--- src/rtl/irq_agg_pkg.sv ---
package irq_agg_pkg;
    localparam int STATUS_W  = 16;
    localparam int ST_IE     = 0;
    localparam int ST_EXL    = 1;
    localparam int ST_ERL    = 2;
    localparam int ST_IM_LO  = 8;
    localparam int IP_W      = 8;
    localparam int IP_IFACE  = 2;   // Cause bit 10 within the pending byte
endpackage

--- src/rtl/irq_src_latch.sv ---
module irq_src_latch #(
    parameter int NSRC      = 3,
    parameter int LEVEL_IDX = 2
) (
    input  logic            clk,
    input  logic            rst_n,
    input  logic [NSRC-1:0] src_i,
    input  logic            clr_we_i,
    input  logic [NSRC-1:0] clr_i,
    input  logic            mask_we_i,
    input  logic [NSRC-1:0] mask_i,
    output logic [NSRC-1:0] irq_o,
    output logic [NSRC-1:0] mask_o
);
    typedef struct packed {
        logic [NSRC-1:0] irq;
        logic [NSRC-1:0] mask;
    } st_t;

    st_t st_d, st_q;
    logic [NSRC-1:0] clr_hit;

    assign clr_hit = clr_we_i ? clr_i : '0;

    always_comb begin
        st_d = st_q;
        for (int i = 0; i < NSRC; i++) begin
            if (i == LEVEL_IDX) begin
                st_d.irq[i] = src_i[i];
            end else begin
                st_d.irq[i] = src_i[i] | (st_q.irq[i] & ~clr_hit[i]);
            end
        end
        if (mask_we_i) begin
            st_d.mask = mask_i;
        end
    end

    always_ff @(posedge clk or negedge rst_n) begin
        if (!rst_n) begin
            st_q <= '0;
        end else begin
            st_q <= st_d;
        end
    end

    assign irq_o  = st_q.irq;
    assign mask_o = st_q.mask;

    for (genvar g = 0; g < NSRC; g++) begin : g_src_chk
        if (g == LEVEL_IDX) begin : g_level
            p_level_follow_r1: assert property (@(posedge clk) disable iff (!rst_n)
                1'b1 |=> irq_o[g] == $past(src_i[g]));
        end else begin : g_sticky
            p_sticky_hold_r2: assert property (@(posedge clk) disable iff (!rst_n)
                (irq_o[g] && !(clr_we_i && clr_i[g])) |=> irq_o[g]);
            p_set_wins_r3: assert property (@(posedge clk) disable iff (!rst_n)
                src_i[g] |=> irq_o[g]);
        end
    end

    p_mask_load_r4: assert property (@(posedge clk) disable iff (!rst_n)
        mask_we_i |=> mask_o == $past(mask_i));
    p_mask_keep_r4: assert property (@(posedge clk) disable iff (!rst_n)
        !mask_we_i |=> $stable(mask_o));
endmodule

--- src/rtl/irq_cause_pend.sv ---
module irq_cause_pend
    import irq_agg_pkg::*;
#(
    parameter int NSRC = 3
) (
    input  logic            clk,
    input  logic            rst_n,
    input  logic [NSRC-1:0] irq_i,
    input  logic [NSRC-1:0] mask_i,
    input  logic [IP_W-1:0] ext_i,
    output logic [IP_W-1:0] cause_o
);
    typedef struct packed {
        logic [IP_W-1:0] ip;
    } st_t;

    st_t st_d, st_q;
    logic any_iface;

    assign any_iface = |(irq_i & mask_i);

    always_comb begin
        st_d          = st_q;
        st_d.ip       = ext_i;
        st_d.ip[IP_IFACE] = any_iface;
    end

    always_ff @(posedge clk or negedge rst_n) begin
        if (!rst_n) begin
            st_q <= '0;
        end else begin
            st_q <= st_d;
        end
    end

    assign cause_o = st_q.ip;

    p_iface_pend_r5: assert property (@(posedge clk) disable iff (!rst_n)
        1'b1 |=> cause_o[IP_IFACE] == $past(|(irq_i & mask_i)));
    p_ext_low_r6: assert property (@(posedge clk) disable iff (!rst_n)
        1'b1 |=> cause_o[IP_IFACE-1:0] == $past(ext_i[IP_IFACE-1:0]));
endmodule

--- src/rtl/irq_take_gate.sv ---
module irq_take_gate
    import irq_agg_pkg::*;
(
    input  logic                clk,
    input  logic                rst_n,
    input  logic [STATUS_W-1:0] status_i,
    input  logic [IP_W-1:0]     cause_i,
    input  logic                ack_i,
    output logic                take_o
);
    typedef struct packed {
        logic take;
    } st_t;

    st_t st_d, st_q;
    logic gate_open;
    logic pend_hit;

    assign gate_open = status_i[ST_IE] & ~status_i[ST_EXL] & ~status_i[ST_ERL];
    assign pend_hit  = |(status_i[ST_IM_LO +: IP_W] & cause_i);

    always_comb begin
        st_d = st_q;
        if (st_q.take) begin
            st_d.take = ~ack_i;
        end else begin
            st_d.take = gate_open & pend_hit;
        end
    end

    always_ff @(posedge clk or negedge rst_n) begin
        if (!rst_n) begin
            st_q <= '0;
        end else begin
            st_q <= st_d;
        end
    end

    assign take_o = st_q.take;

    p_gate_ie_r7: assert property (@(posedge clk) disable iff (!rst_n)
        (!take_o && !status_i[ST_IE]) |=> !take_o);
    p_gate_exl_r8: assert property (@(posedge clk) disable iff (!rst_n)
        (!take_o && status_i[ST_EXL]) |=> !take_o);
    p_gate_erl_r8: assert property (@(posedge clk) disable iff (!rst_n)
        (!take_o && status_i[ST_ERL]) |=> !take_o);
    p_need_pend_r9: assert property (@(posedge clk) disable iff (!rst_n)
        (!take_o && (status_i[ST_IM_LO +: IP_W] & cause_i) == '0) |=> !take_o);
    p_hold_r10: assert property (@(posedge clk) disable iff (!rst_n)
        (take_o && !ack_i) |=> take_o);
    p_drop_r10: assert property (@(posedge clk) disable iff (!rst_n)
        (take_o && ack_i) |=> !take_o);
endmodule

--- src/rtl/irq_aggregator.sv ---
module irq_aggregator
    import irq_agg_pkg::*;
#(
    parameter int NSRC      = 3,
    parameter int LEVEL_IDX = 2
) (
    input  logic                clk,
    input  logic                rst_n,
    input  logic [NSRC-1:0]     src_req_i,
    input  logic                clr_we_i,
    input  logic [NSRC-1:0]     clr_bits_i,
    input  logic                mask_we_i,
    input  logic [NSRC-1:0]     mask_bits_i,
    input  logic [STATUS_W-1:0] status_i,
    input  logic [IP_W-1:0]     ext_pend_i,
    input  logic                take_ack_i,
    output logic [NSRC-1:0]     irq_reg_o,
    output logic [NSRC-1:0]     irq_mask_o,
    output logic [IP_W-1:0]     cause_ip_o,
    output logic                take_req_o
);
    logic [NSRC-1:0] irq_w;
    logic [NSRC-1:0] mask_w;
    logic [IP_W-1:0] cause_w;

    irq_src_latch #(.NSRC(NSRC), .LEVEL_IDX(LEVEL_IDX)) u_latch (
        .clk       (clk),
        .rst_n     (rst_n),
        .src_i     (src_req_i),
        .clr_we_i  (clr_we_i),
        .clr_i     (clr_bits_i),
        .mask_we_i (mask_we_i),
        .mask_i    (mask_bits_i),
        .irq_o     (irq_w),
        .mask_o    (mask_w)
    );

    irq_cause_pend #(.NSRC(NSRC)) u_cause (
        .clk     (clk),
        .rst_n   (rst_n),
        .irq_i   (irq_w),
        .mask_i  (mask_w),
        .ext_i   (ext_pend_i),
        .cause_o (cause_w)
    );

    irq_take_gate u_gate (
        .clk      (clk),
        .rst_n    (rst_n),
        .status_i (status_i),
        .cause_i  (cause_w),
        .ack_i    (take_ack_i),
        .take_o   (take_req_o)
    );

    assign irq_reg_o  = irq_w;
    assign irq_mask_o = mask_w;
    assign cause_ip_o = cause_w;

    p_reset_zero_r11: assert property (@(posedge clk)
        !rst_n |=> (irq_reg_o == '0 || $past(src_req_i) != '0 || rst_n) );
endmodule

--- config.mk ---
export PLATFORM = sky130hd
export DESIGN_NAME = irq_aggregator
export DESIGN_NICKNAME = d
export VERILOG_FILES = /design/src/rtl/irq_agg_pkg.sv /design/src/rtl/irq_src_latch.sv /design/src/rtl/irq_cause_pend.sv /design/src/rtl/irq_take_gate.sv /design/src/rtl/irq_aggregator.sv
export SDC_FILE = /design/constraint.sdc
export NUM_CORES = 1
export LEC_CHECK = 0
export CAP_MARGIN = 15
export CORE_ASPECT_RATIO = 1.2
export CORE_MARGIN = 2
export CORE_UTILIZATION = 27
export DETAILED_ROUTE_END_ITERATION = 10
export PLACE_DENSITY = 0.76
export REMOVE_ABC_BUFFERS = 1
export SLEW_MARGIN = 20
export SYNTH_ARGS = -nofsm -noshare
export SYNTH_HDL_FRONTEND = slang
export SYNTH_SLANG_ARGS = --single-unit
--- constraint.sdc ---
create_clock -name clk -period 0.95 [get_ports clk]
set_input_delay 0.1425 -clock clk [delete_from_list [all_inputs] [get_ports clk]]
set_output_delay 0.1425 -clock clk [all_outputs]
set_load 0.03 [all_outputs]
==> results.toml, run 1 <==
[yosys]
synth_seq_cells = 15
synth_cells = 32
synth_flop_cell = "dfrtp_1"
yosys-top-cells-area = "dfrtp_1 72%, mux2_2 6.5%, a22oi_2 4.8%, a21o_1 2.9%, a22oi_1 2.9%"
yosysSeqAreaShare_pct = 72.29
synth_most_common_cell = "dfrtp_1"
syn_area_per_cell_um2 = 16.23
synthArstFlopShare_pct = 100.0
synth_edf_count = 0
yosys-top-cells-count = "15 x dfrtp_1, 3 x mux2_2"
netlist_area_um2 = 519.2
yosys_warnings = 0
synth_cell_types = 11
yosysTopAreaCell = "dfrtp_1"
synth_top_area_share_pct = 72.29

[clocking]
cts_buffer_depth = 2
cts_htree_levels = 1
cts_root_buf = "clkbuf_4"
clock_latency_ns = 0.27
ctsHoldBuffers = 0
cts_tree = "done"
cts.sinks = 15
clkTransAtPathRegs_ns = 0.09
cts_buffers = 3

[timing]
max_freq_ghz = 0.9392
setup_viol = 15
relSlewSlack_pct = 81.71
fin_ws_ns = -0.1147
fin_skew_ns = 0.008594
fin_crit_sh_pct = 112.1
hold_violations = 0
worstMarginPinSlew_ns = 0.2743
rsz0062_at_grt = "yes"
min_period_ns = 1.065
slew_violations = 0
whs_ns = 0.1615

[worst_setup_path]
required_ns = 1.11
crit_path_start_kind = "flip-flop"
path_delay_family = "compound AO/OA/AOI/OAI gates"
crit_chain = "a22oi_2 -> nand4_1 -> a22o_1"
crit_fanout = 2
cp_slowest_stage_delay_ns = 0.41
slowest_stage = "dfrtp_1"
critPathKind = "reg -> reg"
endpoint_kind = "flip-flop"
arrival_ns = 1.22
path_buf_inv = 0

[place]
port_buffers = 45
pre_cts_ws_ns = -0.2634
gp_congestion = 0.6255
dp_hpwl_um = 1149

[global_route]
gr-usage-all-layers_pct = 15.16
grtUsageMet2_pct = 25.49
gr-usage-met1_pct = 17.76
grt.met3_usage_pct = 4.514
gr-total-overflow = 0
antenna_found_initial = 0
grt_pass1_vias = 541
grt_start_max_net_pins = 9
grt_pass1_wl_um = 2449
busiest_layer = "met2"

[layout]
post-route-util_pct = 59.10
register_area_um2 = 375.4
fin_nets = 125
fill_cells = 145
multi_input_area_um2 = 141.4
areaGrowthSynthToFinish_pct = 108.2
diodes = 0
layout-drive-gt1-share_pct = 34.88

[die]
fp.dieH_um = 52.04
io-pin-count = 53
start_util_pct = 28.39
die-area_mm2 = 0.002291
dieWidth_um = 44.03
std_cell_rows = 17
core-area_mm2 = 0.001829

[route]
dr.pass1.iters = 4
vias_per_cell = 4.686
remaining_drc_errors = 0
drtIter0Drc = 4
routedWlPerCell_um = 14.47
vias = 492
detail-route-antenna-nets = 0
routed_wirelength_um = 1519

[power]
p_per_area_mw_per_mm2 = 1374
p_comb_share_pct = 27.9
seqPwrFrac_pct = 48.7
cellInternalPower_mw = 1.091
swShare_pct = 26.55
switching_power_mw = 0.3945
ir_worst_vdd_mv = 0.5732
leakage_nw = 0.4725
clkPwrFrac_pct = 23.4

[hold_path]
hold_class = "in -> async"

[status]
violations = "setup timing"
status = "finished, violations left"

[job]
cap_violations = 0
==> worst paths after layout <==
path,slack (ns),startpoint,cells after the start,end
max,-0.11,u_cause.cause_o[0],3,u_gate.take_o
max reg2reg,-0.11,u_cause.cause_o[0],3,u_gate.take_o
min reg2reg,0.55,u_latch.irq_o[2],2,u_cause.cause_o[2]
max in group asynchronous,0.65,rst_n,2,u_cause.cause_o[4]
min,0.16,rst_n,2,u_latch.irq_o[2]
min in group clk,0.30,src_req_i[2],1,u_latch.irq_o[2]
==> metrics by stage <==
| step | instance area, um^2 | total power, mW | TNS, ns | instances |
|---|---|---|---|---|
| detailed placement | 970.9 | 1.096 | -0.8700 | 98 |
| global route | 1081 | 1.571 | -1.114 | 105 |
| global placement | 970.9 | 1.090 | -0.8063 | 98 |
| CTS | 1081 | 1.513 | -0.6181 | 105 |
| finish | 1081 | 1.486 | -0.3954 | 105 |
| floorplan | 519.2 | 0.8629 | -0.1705 | 32 |
==> cell type report <==
class | instances | share of cell area (%)
repair buffers | 50 | 46.87
multi-input cells | 15 | 13.08
inverters | 2 | 0.6944
well taps | 19 | 2.199
clock buffers | 4 | 2.431
flip-flops and latches | 15 | 34.72
==> state kept, by name, indices dropped and copies added, names as in the netlist <==
register / count
u_cause.cause_o: 8
u_latch.irq_o: 3
u_latch.mask_o: 3
u_gate.take_o: 1
==> power groups by stage <==
stage / clock (mW) / sequential [mW] / combinational [mW]
2_1_floorplan: 0 / 0.816 / 0.0465
3_3_place_gp: 0 / 0.728 / 0.362
3_5_place_dp: 0 / 0.730 / 0.366
4_1_cts: 0.374 / 0.722 / 0.416
5_1_grt: 0.401 / 0.730 / 0.440
6_report: 0.347 / 0.723 / 0.415
==> kinds of logic (layout without fill, tap and decap cells) <==
group / Yosys count / in the layout / synth area share (%)
flip-flops: 15 / 15 / 72.29
AO/OA/AOI/OAI: 8 / 8 / 14.21
AND/OR/NAND/NOR: 4 / 4 / 5.543
multiplexers: 3 / 3 / 6.506
buffers and inverters: 2 / 56 / 1.446
==> layer usage <==
metal | up-vias | wire length [um]
met5 | - | 0
li1 | 227 | -
met1 | 231 | 576
met4 | 0 | 8
met2 | 32 | 768
met3 | 2 | 166
==> timing repair <==
| item | CTS | global route |
|---|---|---|
| endpoints found under the setup margin | 16 | 17 |
| gates resized for setup | 16 | 0 |
| gates cloned | 0 | 0 |
| setup buffers | 3 | 0 |
==> cell usage in the layout (no fill, tap or decap), drive strengths merged <==
cell           count
a222oi             1
inv                2
nand4              1
a22oi              4
nand2              2
clkdlybuf4s50     30
clkbuf             4
a22o               1
a21o               2
mux2               3
nor4b              1
buf               20
dfrtp             15
==> worst reg2reg max path, stage by stage, from the launching register on <==
cell,delay [ns]
dfrtp_1,0.41
a22oi_2,0.21
nand4_1,0.13
a22o_1,0.20
Power figures use the tool's default switching activity.
==> run 2: changes to the inputs <==
- CAP_MARGIN: 15 -> 20
- PLACE_DENSITY: 0.76 -> not set
- PLACE_DENSITY_LB_ADDON: not set -> 0.08
==> run 2 against run 1 <==
The run still ends with setup timing left. Register-to-register slack improved by 0.03 ns. Clock skew barely moved. Largest cell class unchanged. First-iteration DRC count is 50% lower.
==> results.toml, run 2 (same netlist as run 1, synthesis figures left out) <==
[die]
io-pin-count = 53
start_util_pct = 28.39
fp.dieH_um = 52.04
core-area_mm2 = 0.001829
die-area_mm2 = 0.002291
std_cell_rows = 17
dieWidth_um = 44.03

[route]
dr.pass1.iters = 4
detail-route-antenna-nets = 0
vias = 493
vias_per_cell = 4.565
routedWlPerCell_um = 11.77
remaining_drc_errors = 0
drtIter0Drc = 2
routed_wirelength_um = 1271

[power]
p_per_area_mw_per_mm2 = 1347
ir_worst_vdd_mv = 0.8786
leakage_nw = 0.4919

[place]
pre_cts_ws_ns = -0.2503
port_buffers = 45
gp_congestion = 0.5929
dp_hpwl_um = 1089

[worst_setup_path]
rr_startpoint = "u_latch.irq_o[1]"
critPathKind = "reg -> out"
reg2reg_depth = 3
r2r_end = "u_cause.cause_o[2]"
crit_fanout = 2
required_ns = 0.81
crit_path_start_kind = "flip-flop"
arrival_ns = 0.93
endpoint_kind = "output pin"
reg2reg_setup_slack_ns = -0.08

[status]
violations = "setup timing"
status = "finished, violations left"

[timing]
hold_violations = 0
fin_ws_ns = -0.1267
relSlewSlack_pct = 81.32
rsz0062_at_grt = "yes"
whs_ns = 0.1562
fin_crit_sh_pct = 113.3
slew_violations = 0
setup_viol = 17
max_freq_ghz = 0.9288
min_period_ns = 1.077
fin_skew_ns = 0.008441
worstMarginPinSlew_ns = 0.2802

[global_route]
antenna_found_initial = 0
gr-usage-all-layers_pct = 12.49
gr-total-overflow = 0
grt_start_max_net_pins = 10
grt_pass1_vias = 542
grt_pass1_wl_um = 2132

[layout]
fill_cells = 159
register_area_um2 = 375.4
post-route-util_pct = 61.08
areaGrowthSynthToFinish_pct = 115.2
layout-drive-gt1-share_pct = 39.33
diodes = 0
fin_nets = 128
multi_input_area_um2 = 146.4
largest_register_ffs = 8
final_common_cell = "clkdlybuf4s50_1"
layout_common_cells = "30 x clkdlybuf4s50_1, 17 x buf_6, 15 x dfrtp_1"

[clocking]
cts_root_buf = "clkbuf_4"
cts_buffer_depth = 2
cts_buffers = 3
cts_tree = "done"
clkTransAtPathRegs_ns = 0.09
cts_htree_levels = 1
clock_latency_ns = 0.28
cts.sinks = 15

[job]
cap_violations = 0

[hold_path]
hold_class = "in -> async"
## run 2: cell type report
cell class | instances | area share (%)
timing repair buffer | 53 | 48.04
clock inverter | 1 | 0.4479
sequential | 15 | 33.59
inverter | 2 | 0.6719
tap | 19 | 2.128
clock buffer | 3 | 2.016
multi-input combinational | 15 | 13.10
## run 2: critical path, stage by stage, from the launching register on
cell and delay (ns):
dfrtp_1 0.41, buf_6 0.12, buf_6 0.12
## run 2: worst max-delay path by stage
stage	from	end	slack, ns	cells after the start
after floorplan	u_cause.cause_o[3]	u_gate.take_o	-0.11	3
after global placement	status_i[11]	u_gate.take_o	-0.25	4
after detailed placement	status_i[11]	u_gate.take_o	-0.25	4
after CTS	u_latch.mask_o[1]	irq_mask_o[1]	-0.14	2
after global routing	u_latch.mask_o[1]	irq_mask_o[1]	-0.17	2
final	u_latch.irq_o[1]	irq_reg_o[1]	-0.13	2
## run 2: layer usage
metal,vias to the layer above,track usage (%),share of wire [%]
li1,234,-,-
met1,222,13.60,34
met4,0,4.545,0.39
met2,35,22.30,52
met3,2,3.819,14
met5,-,0,0
## run 2: where the power goes
group | leakage (nW) | switching (mW) | internal (mW)
Sequential | 0.172 | 0.0392 | 0.683
Combinational | 0.302 | 0.169 | 0.263
Clock | 0.0177 | 0.194 | 0.156
## run 2: stage by stage
step / area (um^2) / std cells / TNS [ns] / power (mW)
6_report: 1117 / 108 / -0.6468 / 1.505
5_1_grt: 1117 / 108 / -1.359 / 1.596
4_1_cts: 1112 / 108 / -0.8372 / 1.522
3_5_place_dp: 985.9 / 100 / -0.8419 / 1.106
3_3_place_gp: 985.9 / 100 / -0.8038 / 1.102
2_1_floorplan: 519.2 / 32 / -0.1705 / 0.8629
## run 2: repair_timing
item | CTS | global route
hold endpoints to repair | 0 | 0
hold buffers | 0 | 0
gates resized for setup | 18 | 1
setup buffers | 4 | 0
setup endpoints to repair | 16 | 17
==> run 3: changes to the inputs <==
- CORE_MARGIN: 2 -> 5
- SETUP_SLACK_MARGIN: not set -> 0.4
==> run 3 against run 2 <==
The run still ends with setup timing left. Critical path depth unchanged. Die area increased by 27%. Largest cell class unchanged. Sequential power about the same. Via count increased by 1.0%. First-iteration DRC count increased to 3.5 times the previous value. Clock skew decreased by 0.0030 ns. Combinational power increased by 6.0%. Clock power about the same. Flip-flop and latch count unchanged. Utilization increased by 1.6 points.
==> results.toml, run 3 (same netlist as run 1, synthesis figures left out) <==
[timing]
setup_viol = 17
fin_crit_sh_pct = 112.7
max_freq_ghz = 0.9342
hold_violations = 0
slew_violations = 0
whs_ns = 0.1573
worstMarginPinSlew_ns = 0.2600
relSlewSlack_pct = 82.67
fin_ws_ns = -0.1204
fin_skew_ns = 0.005396
min_period_ns = 1.070
rsz0062_at_grt = "yes"

[die]
io-pin-count = 53
fp.dieH_um = 58.04
std_cell_rows = 17
start_util_pct = 28.39
core-area_mm2 = 0.001829
dieWidth_um = 50.03
die-area_mm2 = 0.002904

[place]
dp_cells = 100
gp_congestion = 0.6376
dp_hpwl_um = 1217
pre_cts_ws_ns = -0.2480
port_buffers = 45

[power]
leakage_nw = 0.5138
p_per_area_mw_per_mm2 = 1334
ir_worst_vdd_mv = 0.7950

[worst_setup_path]
path_delay_family = "flip-flops"
crit_fanout = 2
reg2reg_depth = 3
required_ns = 0.81
cp_slowest_stage_delay_ns = 0.40
rr_startpoint = "u_latch.irq_o[1]"
slowest_stage = "dfrtp_1"
crit_path_start_kind = "flip-flop"
critPathKind = "reg -> out"
path_buf_inv = 2
reg2reg_setup_slack_ns = -0.05
crit_top_cell = "buf_6"
r2r_end = "u_cause.cause_o[2]"
crit_chain = "buf_6 -> buf_6"
arrival_ns = 0.93
endpoint_kind = "output pin"

[hold_path]
hold_class = "in -> async"

[route]
detail-route-antenna-nets = 0
dr.pass1.iters = 4
drtIter0Drc = 7
vias = 498
routed_wirelength_um = 1484
remaining_drc_errors = 0
routedWlPerCell_um = 13.61
vias_per_cell = 4.569

[global_route]
gr-total-overflow = 0
grt_start_max_net_pins = 10
grt_pass1_wl_um = 2504
antenna_found_initial = 0
grt_pass1_vias = 552
gr-usage-all-layers_pct = 11.58

[layout]
layout_common_cells = "30 x clkdlybuf4s50_1, 20 x buf_6, 15 x dfrtp_1"
final_cells = 109
layout-drive-gt1-share_pct = 38.89
largest_register_ffs = 8
areaGrowthSynthToFinish_pct = 121.0
register_area_um2 = 375.4
diodes = 0
fill_cells = 144
final_common_cell = "clkdlybuf4s50_1"
fin_nets = 129
multi_input_area_um2 = 157.7

[clocking]
cts_buffers = 3
ctsHoldBuffers = 0
cts_htree_levels = 1
clkTransAtPathRegs_ns = 0.09
cts.sinks = 15
cts_tree = "done"
cts_root_buf = "clkbuf_4"
cts_buffer_depth = 2
clock_latency_ns = 0.28

[status]
status = "finished, violations left"
violations = "setup timing"

[job]
cap_violations = 0
## run 3: changes by cell type in the layout (fill, tap and decap cells not counted)
cell,delta
buf_6,+3
a22oi_1,+1
mux2_2,-2
buf_4,-2
nor4b_4,+1
nor4b_2,-1
a22oi_2,-1
mux2_4,+2
## run 3: report_power, final
part           switching, mW  internal (mW)  total [mW]
registers             0.0397          0.683       0.723
clock network          0.193          0.156       0.350
logic                  0.177          0.281       0.458
## run 3: cell type report
type / instances / share of cell area, %
clock buffers: 3 / 1.963
repair buffers: 54 / 48.42
well taps: 19 / 2.072
flip-flops and latches: 15 / 32.72
multi-input cells: 15 / 13.74
clock inverters: 1 / 0.4362
inverters: 2 / 0.6543
## run 3: what timing repair did
action | 4_1_cts | 5_1_grt
buffers inserted | 5 | 0
gates resized for setup | 24 | 0
pin swaps | 1 | 3
gates cloned | 0 | 0
endpoints found under the hold margin | 0 | 0
endpoints found under the setup margin | 22 | 22
## run 3: how the worst max path moves through the flow
stage                       startpoint       endpoint  slack (ns)  depth (start not counted)
floorplan           u_cause.cause_o[3]  u_gate.take_o       -0.11                          3
global placement          status_i[11]  u_gate.take_o       -0.24                          4
detailed placement        status_i[11]  u_gate.take_o       -0.25                          4
CTS                  u_latch.mask_o[1]  irq_mask_o[1]       -0.14                          2
global route         u_latch.mask_o[1]  irq_mask_o[1]       -0.18                          2
finish               u_latch.mask_o[1]  irq_mask_o[1]       -0.12                          2
## run 3: stage by stage
stage	cell area (um^2)	power, mW	util [%]	setup TNS, ns
after global routing	1147	1.625	62.72	-1.514
final	1147	1.530	62.72	-0.6353
after global placement	985.9	1.104	53.90	-0.7975
after CTS	1147	1.561	62.72	-0.9320
after floorplan	519.2	0.8629	-	-0.1705
after detailed placement	985.9	1.106	53.90	-0.8445
## run 3: metal layers
metal / up-vias / track usage (%) / share of wire [%]
li1: 234 / - / -
met4: 0 / 6.742 / 1.7
met5: - / 0 / 0
met2: 37 / 17.59 / 48
met3: 4 / 5.141 / 13
met1: 223 / 13.30 / 37
